--- src/rtl/clkrate_pkg.sv ---
package clkrate_pkg;
  typedef enum logic [1:0] {ST_IDLE, ST_PLL, ST_OSC, ST_RATE} ctrl_st_e;
  localparam logic [1:0] MUX_GEN = 2'd1;
  localparam logic [1:0] MUX_OSC = 2'd2;
endpackage

--- src/rtl/clkrate_divider.sv ---
module clkrate_divider #(
  parameter int W = 32
) (
  input  logic         clk_i,
  input  logic         rst_ni,
  input  logic         start_i,
  input  logic [W-1:0] dividend_i,
  input  logic [W-1:0] divisor_i,
  output logic         busy_o,
  output logic         done_o,
  output logic [W-1:0] quot_o
);
  localparam int CW = $clog2(W + 1);

  logic [W-1:0]  rem_q, quo_q, dvs_q;
  logic [CW-1:0] cnt_q;
  logic          done_q;
  logic [W:0]    rem_sh, rem_nx;
  logic          ge;

  always_comb begin
    rem_sh = {rem_q, quo_q[W-1]};
    ge     = rem_sh >= {1'b0, dvs_q};
    rem_nx = ge ? rem_sh - {1'b0, dvs_q} : rem_sh;
  end

  always_ff @(posedge clk_i or negedge rst_ni) begin
    if (!rst_ni) begin
      rem_q  <= '0;
      quo_q  <= '0;
      dvs_q  <= '0;
      cnt_q  <= '0;
      done_q <= 1'b0;
    end else begin
      done_q <= 1'b0;
      if (start_i && cnt_q == '0) begin
        rem_q <= '0;
        quo_q <= dividend_i;
        dvs_q <= divisor_i;
        cnt_q <= CW'(W);
      end else if (cnt_q != '0) begin
        rem_q <= rem_nx[W-1:0];
        quo_q <= {quo_q[W-2:0], ge};
        cnt_q <= cnt_q - CW'(1);
        if (cnt_q == CW'(1)) done_q <= 1'b1;
      end
    end
  end

  assign busy_o = cnt_q != '0;
  assign done_o = done_q;
  assign quot_o = quo_q;

  p_no_restart_r8: assert property (@(posedge clk_i) disable iff (!rst_ni)
    start_i |-> !busy_o);
  p_nonzero_divisor_r5: assert property (@(posedge clk_i) disable iff (!rst_ni)
    start_i |-> divisor_i != '0);
  p_rem_bound_r4: assert property (@(posedge clk_i) disable iff (!rst_ni)
    done_o |-> rem_q < dvs_q);
endmodule

--- src/rtl/clkrate_ctrl.sv ---
module clkrate_ctrl
  import clkrate_pkg::*;
#(
  parameter int W        = 32,
  parameter int OSC_RATE = 24_000_000,
  parameter int FW       = 6
) (
  input  logic          clk_i,
  input  logic          rst_ni,
  input  logic          req_i,
  input  logic          rd_i,
  input  logic [W-1:0]  pll_rate_i,
  input  logic [W-1:0]  want_rate_i,
  input  logic          div_done_i,
  input  logic [W-1:0]  div_quot_i,
  output logic          div_start_o,
  output logic [W-1:0]  div_dvd_o,
  output logic [W-1:0]  div_dvs_o,
  output logic [1:0]    mux_o,
  output logic [FW-1:0] div_o,
  output logic [W-1:0]  rate_o,
  output logic          done_o,
  output logic          err_o
);
  localparam logic [W-1:0] OSC   = W'(OSC_RATE);
  localparam logic [W-1:0] Q_LIM = W'(1 << FW);

  ctrl_st_e      st_q, st_d;
  logic [W-1:0]  pll_q, want_q, rate_q, qm2;
  logic [1:0]    mux_q;
  logic [FW-1:0] fld_q, fld_new;
  logic          done_q, err_q, bad_req, ovf;

  always_comb begin
    bad_req     = (want_rate_i == '0) || (want_rate_i > pll_rate_i);
    qm2         = div_quot_i - W'(2);
    fld_new     = qm2[FW-1:0];
    ovf         = div_quot_i > Q_LIM;
    st_d        = st_q;
    div_start_o = 1'b0;
    div_dvd_o   = '0;
    div_dvs_o   = W'(1);
    unique case (st_q)
      ST_IDLE: begin
        if (req_i) begin
          if (!bad_req) begin
            div_start_o = 1'b1;
            div_dvd_o   = pll_rate_i;
            div_dvs_o   = want_rate_i;
            st_d        = ST_PLL;
          end
        end else if (rd_i) begin
          div_start_o = 1'b1;
          div_dvd_o   = (mux_q == MUX_OSC) ? OSC : pll_rate_i;
          div_dvs_o   = W'(fld_q) + W'(1);
          st_d        = ST_RATE;
        end
      end
      ST_PLL: if (div_done_i) begin
        div_start_o = 1'b1;
        if (ovf) begin
          div_dvd_o = OSC;
          div_dvs_o = want_q;
          st_d      = ST_OSC;
        end else begin
          div_dvd_o = pll_q;
          div_dvs_o = W'(fld_new) + W'(1);
          st_d      = ST_RATE;
        end
      end
      ST_OSC: if (div_done_i) begin
        div_start_o = 1'b1;
        div_dvd_o   = OSC;
        div_dvs_o   = W'(fld_new) + W'(1);
        st_d        = ST_RATE;
      end
      ST_RATE: if (div_done_i) st_d = ST_IDLE;
      default: st_d = ST_IDLE;
    endcase
  end

  always_ff @(posedge clk_i or negedge rst_ni) begin
    if (!rst_ni) begin
      st_q   <= ST_IDLE;
      pll_q  <= '0;
      want_q <= '0;
      rate_q <= '0;
      mux_q  <= '0;
      fld_q  <= '0;
      done_q <= 1'b0;
      err_q  <= 1'b0;
    end else begin
      st_q   <= st_d;
      done_q <= 1'b0;
      unique case (st_q)
        ST_IDLE: if (req_i) begin
          pll_q  <= pll_rate_i;
          want_q <= want_rate_i;
          if (bad_req) begin
            done_q <= 1'b1;
            err_q  <= 1'b1;
          end
        end
        ST_PLL: if (div_done_i && !ovf) begin
          mux_q <= MUX_GEN;
          fld_q <= fld_new;
        end
        ST_OSC: if (div_done_i) begin
          mux_q <= MUX_OSC;
          fld_q <= fld_new;
        end
        ST_RATE: if (div_done_i) begin
          rate_q <= div_quot_i;
          done_q <= 1'b1;
          err_q  <= 1'b0;
        end
        default: ;
      endcase
    end
  end

  assign mux_o  = mux_q;
  assign div_o  = fld_q;
  assign rate_o = rate_q;
  assign done_o = done_q;
  assign err_o  = err_q;

  p_done_pulse_r8: assert property (@(posedge clk_i) disable iff (!rst_ni)
    done_q |=> !done_q);
  p_fields_hold_r6: assert property (@(posedge clk_i) disable iff (!rst_ni)
    (st_q == ST_IDLE) |=> ($stable(mux_q) && $stable(fld_q)));
  p_zero_reject_r5: assert property (@(posedge clk_i) disable iff (!rst_ni)
    (st_q == ST_IDLE && req_i && want_rate_i == '0) |=> (done_q && err_q));
  p_rate_keep_r5: assert property (@(posedge clk_i) disable iff (!rst_ni)
    (done_q && err_q) |-> $stable(rate_q));
  p_req_prio_r10: assert property (@(posedge clk_i) disable iff (!rst_ni)
    (st_q == ST_IDLE && req_i && rd_i && !bad_req) |=> st_q == ST_PLL);
endmodule

--- src/rtl/clkrate_mmc_sel.sv ---
module clkrate_mmc_sel #(
  parameter int W        = 32,
  parameter int OSC_RATE = 24_000_000,
  parameter int FW       = 6
) (
  input  logic          clk_i,
  input  logic          rst_ni,
  input  logic          req_i,
  input  logic          rd_i,
  input  logic [W-1:0]  pll_rate_i,
  input  logic [W-1:0]  want_rate_i,
  output logic [1:0]    mux_o,
  output logic [FW-1:0] div_o,
  output logic [W-1:0]  rate_o,
  output logic          done_o,
  output logic          err_o
);
  logic         dv_start, dv_busy, dv_done;
  logic [W-1:0] dv_dvd, dv_dvs, dv_quot;

  clkrate_ctrl #(.W(W), .OSC_RATE(OSC_RATE), .FW(FW)) u_ctrl (
    .clk_i       (clk_i),
    .rst_ni      (rst_ni),
    .req_i       (req_i),
    .rd_i        (rd_i),
    .pll_rate_i  (pll_rate_i),
    .want_rate_i (want_rate_i),
    .div_done_i  (dv_done),
    .div_quot_i  (dv_quot),
    .div_start_o (dv_start),
    .div_dvd_o   (dv_dvd),
    .div_dvs_o   (dv_dvs),
    .mux_o       (mux_o),
    .div_o       (div_o),
    .rate_o      (rate_o),
    .done_o      (done_o),
    .err_o       (err_o)
  );

  clkrate_divider #(.W(W)) u_div (
    .clk_i      (clk_i),
    .rst_ni     (rst_ni),
    .start_i    (dv_start),
    .dividend_i (dv_dvd),
    .divisor_i  (dv_dvs),
    .busy_o     (dv_busy),
    .done_o     (dv_done),
    .quot_o     (dv_quot)
  );

  p_idle_done_r8: assert property (@(posedge clk_i) disable iff (!rst_ni)
    dv_done |-> !dv_busy);
endmodule

--- config.mk ---
export PLATFORM = sky130hd
export DESIGN_NAME = clkrate_mmc_sel
export DESIGN_NICKNAME = d
export VERILOG_FILES = /design/src/rtl/clkrate_pkg.sv /design/src/rtl/clkrate_divider.sv /design/src/rtl/clkrate_ctrl.sv /design/src/rtl/clkrate_mmc_sel.sv
export SDC_FILE = /design/constraint.sdc
export NUM_CORES = 1
export LEC_CHECK = 0
export BUFFER_PORTS_ARGS = -buffer_cell sky130_fd_sc_hd__buf_4
export CAP_MARGIN = 20
export CORE_ASPECT_RATIO = 1.4
export CORE_MARGIN = 2
export CORE_UTILIZATION = 35
export DETAILED_ROUTE_END_ITERATION = 7
export PLACE_DENSITY_LB_ADDON = 0.3
export SETUP_SLACK_MARGIN = 0.15
export SYNTH_ARGS = -nofsm -noshare
export SYNTH_HDL_FRONTEND = slang
export SYNTH_SLANG_ARGS = --single-unit
--- constraint.sdc ---
create_clock -name clk_i -period 4.7 [get_ports clk_i]
set_input_delay 0.235 -clock clk_i [delete_from_list [all_inputs] [get_ports clk_i]]
set_output_delay 0.235 -clock clk_i [all_outputs]
set_load 0.02 [all_outputs]
# == Word level (Yosys, flattened, before mapping) ==
# Cells that the tools add are included.
# Widths: inputs -> output; s select.
# word_totals
ff_bits,211
out_inout_bits,42
input_bits,68
wordCells,102
# op_classes
reduce_logical,17
muxes,51
order_cmp,3
addsub,5
eq_ne,13
# op_table
op,n
$mux 32,17
$pmux 32 s3,2
$ge 33x32->1,1
$gt 32x32->1,1
$gt 32x7->1 const B,1
$logic_not 32->1,1
$sub 32x32->32,1
$mux 25,1
$mux 6,4
$mux 2,8
$add 6x1->7 const B,2
$mux 1,13
$pmux 6 s2,1
$ne 2x1->1 const B,5
$pmux 2 s4,1
$eq 2x2->1 const B,3
$eq 6x1->1 const B,1
$logic_not 6->1,1
$ne 3x3->1 const B,2
$pmux 1 s2,3
$reduce_bool 2->1,3
$reduce_bool 6->1,1
$sub 6x1->6 const B,1
$sub 6x2->6 const B,1
other kinds (12),14

# == Longest topological paths before layout ==
# Gate-level depths: netlist (run 1).
# depth
depth_word,7
ltp_mapped,14
depth_no_buf,12

# == Cells and area by module ==
# From an unflattened synthesis (run 1), not the netlist that was laid out.
# hier_totals
cells_unflattened,1401
hier_area_um2,13254.0
# by_module_without_submodules
module,cells_per_inst,seq_area_each_um2,area_per_inst_um2,n_inst
clkrate_ctrl,679,2702.6,6661.4,1
clkrate_divider,722,2577.5,6592.6,1

# == Worst setup path after synthesis (run 1) ==
# OpenSTA, ideal clock, no wires.
# synth_timing
kind,reg-to-reg
from,reg u_div.rem_q[4]
to,reg u_div.rem_q[15]
stages_incl_launch_ff,12
setup_slack_ns,1.844
arrival_ns,2.726
path_buffers,1
required_ns,4.570
setup_time_ns,0.130
cell_sequence,dfrtp_1 ha_1 and3_1 o211ai_1 a311o_1 nand3b_2 and4_4 o31ai_4 o311ai_4 buf_6 mux2i_1 o2bb2ai_1
# synth_between
elab_chain_len,4
word_cells_on_any_way,5
classes_between,add/sub: 1; order compare: 1; mux: 3
# synth_lines
item,line,source
"start, declared",clkrate_divider.sv:15,"logic [W-1:0] rem_q, quo_q, dvs_q;"
"start signal, assigned",clkrate_divider.sv:42,rem_q <= rem_nx[W-1:0];
$sub 32x32->32 / $ge 33x32->1 (equally long branches),"clkrate_divider.sv:24, clkrate_divider.sv:23",
$mux 32 *,clkrate_divider.sv:24,"rem_nx = ge ? rem_sh - {1'b0, dvs_q} : rem_sh;"
$mux 32 *,clkrate_divider.sv:41,end else if (cnt_q != '0) begin
$mux 32 *,clkrate_divider.sv:36,if (start_i && cnt_q == '0) begin
# Every way passes the cells marked *; elsewhere a longest branch is shown, timed or not. The select of a mux whose other input is x is not followed.
# A chain may end at the register's enable or synchronous reset.

# == Worst setup path after layout (run 1) ==
# layout_timing
from,in want_rate_i[31]
to,"reg u_div.quo_q[31], in the netlist u_div.quot_o[31]"
# layout_between
elab_chain_len,7
word_cells_on_any_way,12
classes_between,order compare: 1; mux: 7; reduce/logical: 4
# layout_lines
item,line,source
"start, declared",clkrate_mmc_sel.sv:11,"input logic [W-1:0] want_rate_i,"
$gt 32x32->1 / $logic_not 32->1 (equally long branches),clkrate_ctrl.sv:35,bad_req = (want_rate_i == '0) || (want_rate_i > pll_rate_i);
$logic_or 1x1->1 *,clkrate_ctrl.sv:35,
$mux 1,clkrate_ctrl.sv:46,if (!bad_req) begin
$mux 1,clkrate_ctrl.sv:45,if (req_i) begin
$pmux 1 s2,clkrate_ctrl.sv:43,unique case (st_q)
$logic_and 1x1->1,clkrate_divider.sv:36,
$mux 32 / $reduce_bool 2->1 (equally long branches),--,
"end signal, assigned",clkrate_divider.sv:38,quo_q <= dividend_i;
"end signal, assigned",clkrate_divider.sv:43,"quo_q <= {quo_q[W-2:0], ge};"
"end, declared",clkrate_divider.sv:15,
# Every way passes the cells marked *; elsewhere a longest branch is shown, timed or not.

==> impl_metrics.csv, run 1 <==
group,metric,value,unit
run_status,status,"finished, final reports clean",
floorplanning,rows,81,
worst_setup_path,worstPathRequired,5.09,ns
cells_and_area,multi_input_area,6440,µm²
synthesis,synth-seq-cells,211,
global_routing,grt_pass1_vias,10221,
worst_setup_path,crit_buf_inv,3,
worst_setup_path,worstPathMaxFanout,12,
global_routing,grt_first_pass_wirelength,57600,µm
floorplanning,core-area,34900,µm²
sta,grt_setup_unrepaired,"no",
clock_network,cts-resized-gates,0,
cells_and_area,stdcell_count,1824,
clock_network,cts_tree,"done",
worst_hold_path,min_to,"u_div.quot_o[15]",
synthesis,ys_seq_area_frac,0.427,
sta,fin_crit,3.62,ns
route,drc_errors,0,
cells_and_area,regArea,5280,µm²
global_routing,grt_max_degree,108,
sta,worst_slack,1.08,ns
clock_network,htreeDepth,1,
synthesis,synth_edf_count,0,
floorplanning,die_area,36800,µm²
clock_network,numCtsBuffers,23,
worst_hold_path,min_from,"pll_rate_i[15]",
floorplanning,die_height,226,µm
worst_hold_path,min_path_type,"in2reg",
sta,finClkSkew,0.0114,ns
route,wirelength,36000,µm
placement,port_buffers,109,
sta,setup_viol,0,
sta,holdWs,0.0159,ns
worst_setup_path,crit_top_cell,"buf_4",
floorplanning,die_w,163,µm
clock_network,cts_buffer_depth,3,
worst_setup_path,r2r-start,"u_div.quot_o[31]",
worst_setup_path,critPathTopFamily,"simple AND/OR/NAND/NOR gates",
power,p_total,0.0113,W
worst_setup_path,crit_chain,"dlygate4sd3_1 -> buf_4 -> ha_1 -> nand4_1 -> or3_1 -> o22ai_1 -> nor2_1 -> a21oi_1 -> nand3_1 -> buf_4 -> a22oi_1 -> o21ai_0",
worst_setup_path,r2r-end,"u_div.rem_q[30]",
route,ant_nets,0,
synthesis,yosys.area.top_type,"dfrtp_1",
worst_setup_path,rr_worst_depth,12,
clock_network,path_clk_slew,0.07,ns
cells_and_area,antenna_cells,0,
synthesis,synthTopCellsByArea,"dfrtp_1 43%, ha_1 7.6%, mux2_2 6.0%",
synthesis,netlist.area_leader.share,0.427,
synthesis,syn_inst,1245,
sta,worstMarginPinSlew,0.935,ns
placement,place_inst,1760,
sta,hold_violations,0,
worst_setup_path,timing.reg2reg.setup_slack,1.41,ns
cells_and_area,area_delta_synth_final,18.4,%
cells_and_area,fillCellCount,3417,
worst_hold_path,min_path_cells,3,
synthesis,yosysMostFrequentCell,"dfrtp_1",
synthesis,synth_cell_types,73,
power,leakagePower,6.87,nW
synthesis,synth_area,12400,µm²
floorplanning,start_util,0.354,
cells_and_area,drive_gt1_frac,0.186,
floorplanning,io_pins,110,
synthesis,avgSynthCellArea,9.92,µm²
synthesis,syn_nets,1389,
route,dr.pass1.iters,6,
global_routing,grt.overflow.total,0,
sta,maxSlewHeadroom,0.377,
power,power_density,775,nW/µm²
global_routing,grt_usage,0.199,
clock_network,clock_latency,0.53,ns
clock_network,cts_hold_buffers,22,
worst_setup_path,arrival,4.01,ns
global_routing,antenna_found_initial,0,
sta,fin_crit_sh,0.771,
worst_setup_path,crit_type,"in2reg",
synthesis,ys_warn_count,0,
synthesis,async_flop_share,1.00,
power,ir_drop,0.304,mV
synthesis,synth-main-ff-cell,"dfrtp_1",
worst_setup_path,max_stage_delay,0.55,ns
clock_network,clockRootBuffer,"clkbuf_16",
clock_network,cts_sinks,211,
route,wl_per_cell,19.8,µm
route,vias_per_cell,5.52,
placement,pre_cts_slack,1.15,ns
worst_setup_path,critPathSlowestCell,"dlygate4sd3_1",
worst_setup_path,end_kind,"flop",
placement,gp_congestion,0.877,
route,detail_route.iter0.violations,606,
sta,slew_viol_final,0,
cells_and_area,nets,1496,
sta,fmaxAchievable,276,MHz
synthesis,synth_common_cells,"211 x dfrtp_1, 111 x o21ai_0, 91 x nand2_1",
flow_run,cap_violations,0,
sta,tns,0,ns
placement,hpwl,26000,µm
worst_setup_path,cp-startpoint,"want_rate_i[31]",
clock_network,cts_setup_buffers,0,
route,vias,10075,
worst_setup_path,start_kind,"input port",
## where the power goes
part / internal (W) / switching (W)
sequential: 0.00273 / 0.000670
combinational: 0.00261 / 0.00336
clock: 0.00121 / 0.000766
total: 0.00655 / 0.00479
## cell type report
class | count | share of cell area
multi-input combinational | 881 | 0.440
sequential | 211 | 0.361
timing repair buffer | 151 | 0.0828
clock buffer | 32 | 0.0457
tap | 456 | 0.0390
inverter | 84 | 0.0215
clock inverter | 9 | 0.0102
## how the worst max path moves through the flow
stage,to,slack (ns),cells after the start
after floorplan,u_div.rem_q[15],1.84,11
final,u_div.quot_o[31],1.08,12
after detailed placement,u_div.quot_o[31],1.15,11
after global placement,u_div.quot_o[31],1.18,12
after global routing,u_div.quot_o[31],0.94,12
after CTS,u_div.quot_o[31],1.08,12
## sequential cells by signal (all words and copies together), names as in the netlist
signal,cells
u_div.done_o,1
u_ctrl.pll_q,32
u_ctrl.want_q,32
u_div.dvs_q,32
u_ctrl.done_o,1
u_ctrl.rate_o,32
u_ctrl.st_q,2
u_div.rem_q,32
u_ctrl.mux_o,2
u_ctrl.div_o,6
u_div.quot_o,32
u_div.cnt_q,6
u_ctrl.err_o,1
## through the flow
stage	util	cell area, µm²
after floorplan	-	12400
after global placement	0.390	13600
after detailed placement	0.390	13600
after CTS	0.419	14600
after global routing	0.420	14600
final	0.420	14600
## layout by cell type, fill, tap and decap left out, drive strengths merged, types with 22 or more instances in the layout
master	instances
clkbuf	32
o2bb2ai	25
o21ai	115
a21oi	65
nand2	91
ha	75
mux2i	61
a32oi	31
inv	84
dlygate4sd3	23
a21o	22
buf	128
xnor2	23
mux2	66
nor2	64
dfrtp	211
a22oi	48
## cells by family (layout without fill, tap and decap cells)
group / Yosys count / after routing / share of synthesized area
and+or+nand+nor: 266 / 266 / 0.102
adders and majority gates: 76 / 76 / 0.0776
muxes: 127 / 127 / 0.110
buffers and inverters: 153 / 276 / 0.0529
xor gates and xnor gates: 37 / 37 / 0.0262
AOI/OAI and AO/OA: 375 / 375 / 0.204
DFF: 211 / 211 / 0.427
## routing by layer
metal	vias to the layer above	wire, µm	global-route usage
met5	-	0	0
met3	66	1210	0.0241
met2	207	18600	0.356
li1	4791	-	-
met4	0	1380	0.0811
met1	5011	14800	0.241
## worst register-to-register path, cell delays in order, from the launching register on
cell and delay, ns:
dfrtp_1 0.43, inv_1 0.11, ha_1 0.21, fa_1 0.23, nor2b_1 0.07, o311a_1 0.33
nor4_1 0.28, nor2_1 0.15, a221oi_1 0.59, o21ai_0 0.27, and3_1 0.22, o211ai_1 0.17
o211ai_1 0.11
No activity file was read; power rests on OpenSTA's default activity.
==> run 2, diff against run 1 <==
Settings changed: ABC_AREA set to 1.
Clock period 4.7 ns to 3.1 ns, I/O delays scaled along.
==> run 2 against run 1 <==
  * Flip-flop and latch count unchanged
  * Via count is 28% higher
  * Sequential share of layout area shrank 3.3 points
  * First-iteration DRC count grew 59%
  * Final cell count grew 36%
  * Highest routed layer unchanged
  * Count of clock-buffer cells in the layout stayed put
  * Critical path type unchanged
==> impl_metrics.csv, run 2 <==
group,metric,value,unit
route,wirelength,45900,µm
flow_run,cap_violations,0,
sta,fin_crit_sh,0.898,
run_status,status,"finished, final reports clean",
power,leakagePower,8.13,nW
power,power_density,1050,nW/µm²
global_routing,grt_usage,0.231,
synthesis,synth-xor-area-share,0.0170,
floorplanning,die_height,235,µm
sta,slew_viol_final,0,
worst_setup_path,timing.reg2reg.setup_slack,0.37,ns
cells_and_area,nets,2136,
floorplanning,rows,84,
synthesis,avgSynthCellArea,7.26,µm²
synthesis,synth-main-ff-cell,"dfrtp_1",
clock_network,htreeDepth,1,
route,wl_per_cell,18.5,µm
global_routing,grt_pass1_vias,12871,
placement,gp_congestion,0.932,
worst_hold_path,min_path_type,"in2reg",
cells_and_area,antenna_cells,0,
floorplanning,core-area,37600,µm²
cells_and_area,final_cell_mix,"508 x nand2_1, 226 x inv_1, 211 x dfrtp_1",
floorplanning,start_util,0.355,
cells_and_area,stdcell_count,2479,
clock_network,cts_tree,"done",
synthesis,synthAdderAreaFrac,0.0717,
worst_setup_path,worstPathMaxFanout,19,
sta,maxSlewHeadroom,0.503,
synthesis,synth_simple_gate_area_frac,0.272,
cells_and_area,drive_gt1_frac,0.102,
sta,tns,0,ns
sta,worstMarginPinSlew,0.744,ns
worst_setup_path,worstPathRequired,3.51,ns
floorplanning,die_w,169,µm
sta,worst_slack,0.315,ns
worst_setup_path,end_kind,"flop",
worst_hold_path,min_from,"pll_rate_i[23]",
route,vias_per_cell,5.22,
synthesis,synth_cell_types,46,
synthesis,synth_mux_area_frac,0.0139,
synthesis,netlist.area_leader.share,0.395,
synthesis,ys_seq_area_frac,0.395,
worst_setup_path,start_kind,"input port",
worst_hold_path,min_path_cells,3,
synthesis,ys_warn_count,0,
synthesis,async_flop_share,1.00,
sta,fmaxAchievable,359,MHz
placement,post_dp_cell_area,14800,µm²
placement,pre_cts_slack,0.148,ns
sta,fin_crit,2.79,ns
synthesis,synth_edf_count,0,
global_routing,antenna_found_initial,0,
sta,grt_setup_unrepaired,"yes",
synthesis,synth_area,13400,µm²
clock_network,cts_sinks,211,
floorplanning,io_pins,110,
synthesis,synth_compound_area_frac,0.137,
placement,place_inst,2382,
global_routing,grt_first_pass_wirelength,72500,µm
synthesis,syn_inst,1842,
cells_and_area,fillCellCount,3822,
synthesis,synthTopCellsByArea,"dfrtp_1 40%, nand2_1 14%, o21ai_0 7.4%",
worst_setup_path,r2r-end,"u_div.quot_o[0]",
global_routing,grt.overflow.total,0,
placement,hpwl,34700,µm
clock_network,clock_latency,0.55,ns
worst_setup_path,crit_type,"in2reg",
route,detail_route.iter0.violations,965,
global_routing,grt_max_degree,103,
worst_hold_path,min_to,"u_ctrl.pll_q[23]",
worst_setup_path,rr_worst_depth,14,
route,drc_errors,0,
sta,finClkSkew,0.0223,ns
clock_network,numCtsBuffers,23,
route,vias,12941,
sta,hold_violations,0,
synthesis,synth_common_cells,"511 x nand2_1, 226 x inv_1, 211 x dfrtp_1",
worst_setup_path,r2r-start,"u_div.dvs_q[1]",
synthesis,synth_top_family_by_area,"simple AND/OR/NAND/NOR gates",
clock_network,clockRootBuffer,"clkbuf_16",
clock_network,path_clk_slew,0.06,ns
placement,port_buffers,109,
synthesis,yosys.area.top_type,"dfrtp_1",
route,dr.pass1.iters,5,
route,ant_nets,0,
sta,setup_viol,0,
floorplanning,die_area,39800,µm²
cells_and_area,stdcell_area,16100,µm²
power,ir_drop,0.558,mV
cells_and_area,final_common_cell,"nand2_1",
cells_and_area,area_delta_synth_final,20.6,%
worst_setup_path,arrival,3.19,ns
synthesis,yosysMostFrequentCell,"nand2_1",
synthesis,syn_nets,1986,
clock_network,cts_buffer_depth,3,
synthesis,synth-seq-cells,211,
==> run 2: cell count changes after synthesis, sizes merged, moves of 26 or more <==
cell	before	now
nand2	91	516
inv	84	228
nand3	16	146
o21ai	115	201
nor2	64	130
mux2	66	4
a22oi	48	0
mux2i	61	14
a32oi	31	0
buf	14	40
==> run 2: metrics by stage <==
stage	total power (W)	utilization	hold slack (ns)
global route	0.0184	0.429	0.0265
floorplan	0.0112	-	-0.141
finish	0.0169	0.429	0.0243
CTS	0.0169	0.428	0.00797
detailed placement	0.0140	0.393	0.204
global placement	0.0139	0.393	0.202
==> run 2: repair_timing <==
item	CTS	global route
endpoints found under the setup margin	0	8
hold endpoints to repair	120	0
buffers inserted	0	0
hold buffers	58	0
resized for setup	0	5
==> run 2: layer usage <==
metal  up-vias  wire (µm)  track usage
li1       6306          -            -
met3       105       1840       0.0212
met4         0       2570        0.116
met2       402      23400        0.413
met5         -          0            0
met1      6128      18100        0.275
==> run 2: area by class of cell <==
type	count	area, µm²	share of cell area
clock buffers	32	649	0.0403
clock inverters	7	88.8	0.00551
inverters	229	861	0.0534
multi-input cells	1326	6860	0.425
flip-flops and latches	211	5280	0.327
well taps	473	592	0.0367
repair buffers	201	1800	0.111
==> run 2: power by group <==
| part | total (W) | switching, W | internal (W) |
|---|---|---|---|
| registers | 0.00480 | 0.000787 | 0.00401 |
| logic | 0.00931 | 0.00598 | 0.00333 |
| clock network | 0.00274 | 0.00118 | 0.00156 |
==> run 2: worst max-delay path by stage <==
stage | startpoint | endpoint | slack (ns) | depth (start not counted)
after detailed placement | pll_rate_i[23] | u_div.quot_o[31] | 0.15 | 16
after floorplan | u_div.quot_o[31] | u_div.rem_q[18] | 0.85 | 14
after global routing | pll_rate_i[22] | u_div.quot_o[16] | 0.11 | 17
after global placement | pll_rate_i[23] | u_div.quot_o[31] | 0.16 | 16
final | pll_rate_i[31] | u_div.quot_o[16] | 0.31 | 17
after CTS | pll_rate_i[31] | u_div.quot_o[31] | 0.22 | 17
==> run 2: logic make-up (layout without fill, tap and decap cells) <==
family,after synthesis,count (layout)
AND/OR/NAND/NOR,865,865
flip-flops,211,211
multiplexers,18,18
XOR/XNOR,26,26
adder cells (fa/ha/maj),76,76
AO/OA/AOI/OAI,341,341
buffers and inverters,305,469
==> run 2: critical path: stages <==
cell and delay (ns):
dlygate4sd3_1 0.53, buf_4 0.10, inv_1 0.11, ha_1 0.33
nand2_1 0.07, nor2_1 0.15, nand2_1 0.15, nor2_1 0.18
nand2_1 0.07, nand2_1 0.07, nand2_2 0.10, nand2_4 0.23
buf_4 0.24, buf_4 0.18, nor3_1 0.06, o21ai_0 0.37
nand3_1 0.11
==> run 3, diff against run 2 <==
Settings changed: CELL_PAD_IN_SITES_DETAIL_PLACEMENT set to 0, CELL_PAD_IN_SITES_GLOBAL_PLACEMENT set to 2, CORE_UTILIZATION 35 to 32.
==> run 3 against run 2 <==
  * Flip-flop and latch count unchanged
  * Non-clock buffer count up 14
  * Sequential power about the same
  * Utilization down 3.1 points
  * Sequential share of layout area down 0.52 points
  * Setup slack better by 0.043 ns
  * Die area up 9.2%
  * First-iteration DRC count down 7.5%
  * Count of clock-buffer cells in the layout up 5
  * Combinational power up 0.5%
  * Design area up 1.6%
  * Register-to-register slack better by 0.05 ns
==> impl_metrics.csv, run 3 (synthesis results as in run 2) <==
group,metric,value,unit
run_status,status,"finished, final reports clean",
cells_and_area,fin_util,0.398,
sta,maxSlewHeadroom,0.452,
clock_network,cts_buffer_depth,3,
floorplanning,rows,88,
cells_and_area,final_cell_mix,"509 x nand2_1, 226 x inv_1, 211 x dfrtp_1",
worst_setup_path,worstPathMaxFanout,44,
route,drc_errors,0,
sta,finClkSkew,0.0151,ns
global_routing,antenna_found_initial,1,
placement,hpwl,37300,µm
sta,setup_viol,0,
worst_hold_path,min_path_type,"in2reg",
route,wl_per_cell,19.1,µm
route,vias,12813,
floorplanning,die_height,246,µm
placement,gp_congestion,0.886,
global_routing,grt_first_pass_wirelength,76600,µm
power,leakagePower,8.23,nW
worst_setup_path,crit_type,"in2reg",
worst_setup_path,worstPathRequired,3.50,ns
worst_setup_path,arrival,3.14,ns
power,power_density,1050,nW/µm²
clock_network,htreeDepth,1,
worst_setup_path,start_kind,"input port",
floorplanning,io_pins,110,
floorplanning,start_util,0.325,
clock_network,clock_latency,0.56,ns
global_routing,grt_pass1_vias,13130,
cells_and_area,antenna_cells,0,
sta,fin_crit,2.74,ns
worst_setup_path,end_kind,"flop",
clock_network,clockRootBuffer,"clkbuf_16",
cells_and_area,drive_gt1_frac,0.107,
sta,fin_crit_sh,0.884,
clock_network,numCtsBuffers,26,
placement,place_inst,2457,
sta,worstMarginPinSlew,0.822,ns
sta,grt_setup_unrepaired,"no",
clock_network,cts_sinks,211,
clock_network,cts_setup_buffers,0,
power,ir_drop,0.404,mV
flow_run,cap_violations,0,
route,ant_nets,0,
sta,fmaxAchievable,365,MHz
sta,hold_violations,0,
global_routing,grt_usage,0.230,
floorplanning,die_w,177,µm
cells_and_area,area_delta_synth_final,22.6,%
clock_network,path_clk_slew,0.06,ns
route,dr.pass1.iters,6,
floorplanning,core-area,41200,µm²
global_routing,grt_max_degree,103,
cells_and_area,final_common_cell,"nand2_1",
cells_and_area,stdcell_count,2568,
cells_and_area,nets,2153,
clock_network,cts_tree,"done",
route,detail_route.iter0.violations,893,
route,vias_per_cell,4.99,
global_routing,grt.overflow.total,0,
sta,tns,0,ns
route,wirelength,49200,µm
floorplanning,die_area,43400,µm²
sta,slew_viol_final,0,
placement,port_buffers,109,
-- run 3: final cells by class --
| type | count | area [µm²] |
|---|---|---|
| Clock buffer | 37 | 732 |
| Multi-Input combinational cell | 1326 | 6850 |
| Fill cell | 4446 | 24800 |
| Timing Repair Buffer | 215 | 1860 |
| Clock inverter | 10 | 125 |
| Sequential cell | 211 | 5280 |
| Inverter | 229 | 861 |
| Tap cell | 540 | 676 |
-- run 3: final timing paths --
kind / from / slack (ns) / depth (start not counted) / end
worst min register to register: u_ctrl.want_q[27] / 0.48 / 2 / u_ctrl.want_q[27]
worst max register to register: u_div.quot_o[31] / 0.42 / 14 / u_div.rem_q[18]
max in group asynchronous: rst_ni / 1.95 / 3 / u_div.dvs_q[13]
worst max-delay path: pll_rate_i[7] / 0.36 / 19 / u_div.quot_o[28]
worst min-delay path: pll_rate_i[18] / 0.09 / 4 / u_ctrl.pll_q[18]
min in group asynchronous: rst_ni / 0.22 / 2 / u_div.cnt_q[2]
-- run 3: worst max-delay path, stage by stage --
cell           delay, ns
dlygate4sd3_1       0.53
buf_4               0.12
inv_1               0.06
ha_1                0.29
nand2_1             0.06
nor2_1              0.16
nand2_1             0.07
nand2_1             0.08
nand2_1             0.06
nand2_1             0.08
nand2_1             0.05
nand2_1             0.07
nand2_2             0.07
buf_4               0.20
nand2_2             0.09
buf_12              0.22
nor3_1              0.09
o21ai_0             0.53
nand3_1             0.14
-- run 3: where the power goes --
group	switching [W]	internal [W]
clock network	0.00127	0.00182
registers	0.000773	0.00401
logic	0.00602	0.00334
total	0.00806	0.00917
-- run 3: stage by stage --
step	power, W	instance area, µm²	worst slack [ns]	hold WS [ns]
finish	0.0172	16400	0.358	0.0934
detailed placement	0.0141	14900	0.269	0.249
floorplan	0.0112	13400	0.851	-0.141
global placement	0.0140	14900	0.285	0.253
global route	0.0189	16400	0.153	0.0848
CTS	0.0174	16400	0.303	0.0544
-- run 3: per-layer routing --
metal,global-route usage,up-vias,part of all wire
met3,0.0250,92,0.031
met4,0.114,2,0.052
met5,0,-,0.00020
met2,0.422,262,0.52
met1,0.263,6119,0.39
li1,-,6338,-
-- run 3: what timing repair did --
action / 4_1_cts / 5_1_grt
endpoints found under the setup margin: 0 / 10
endpoints found under the hold margin: 153 / 0
gates resized for setup: 0 / 4
hold buffers: 64 / 0
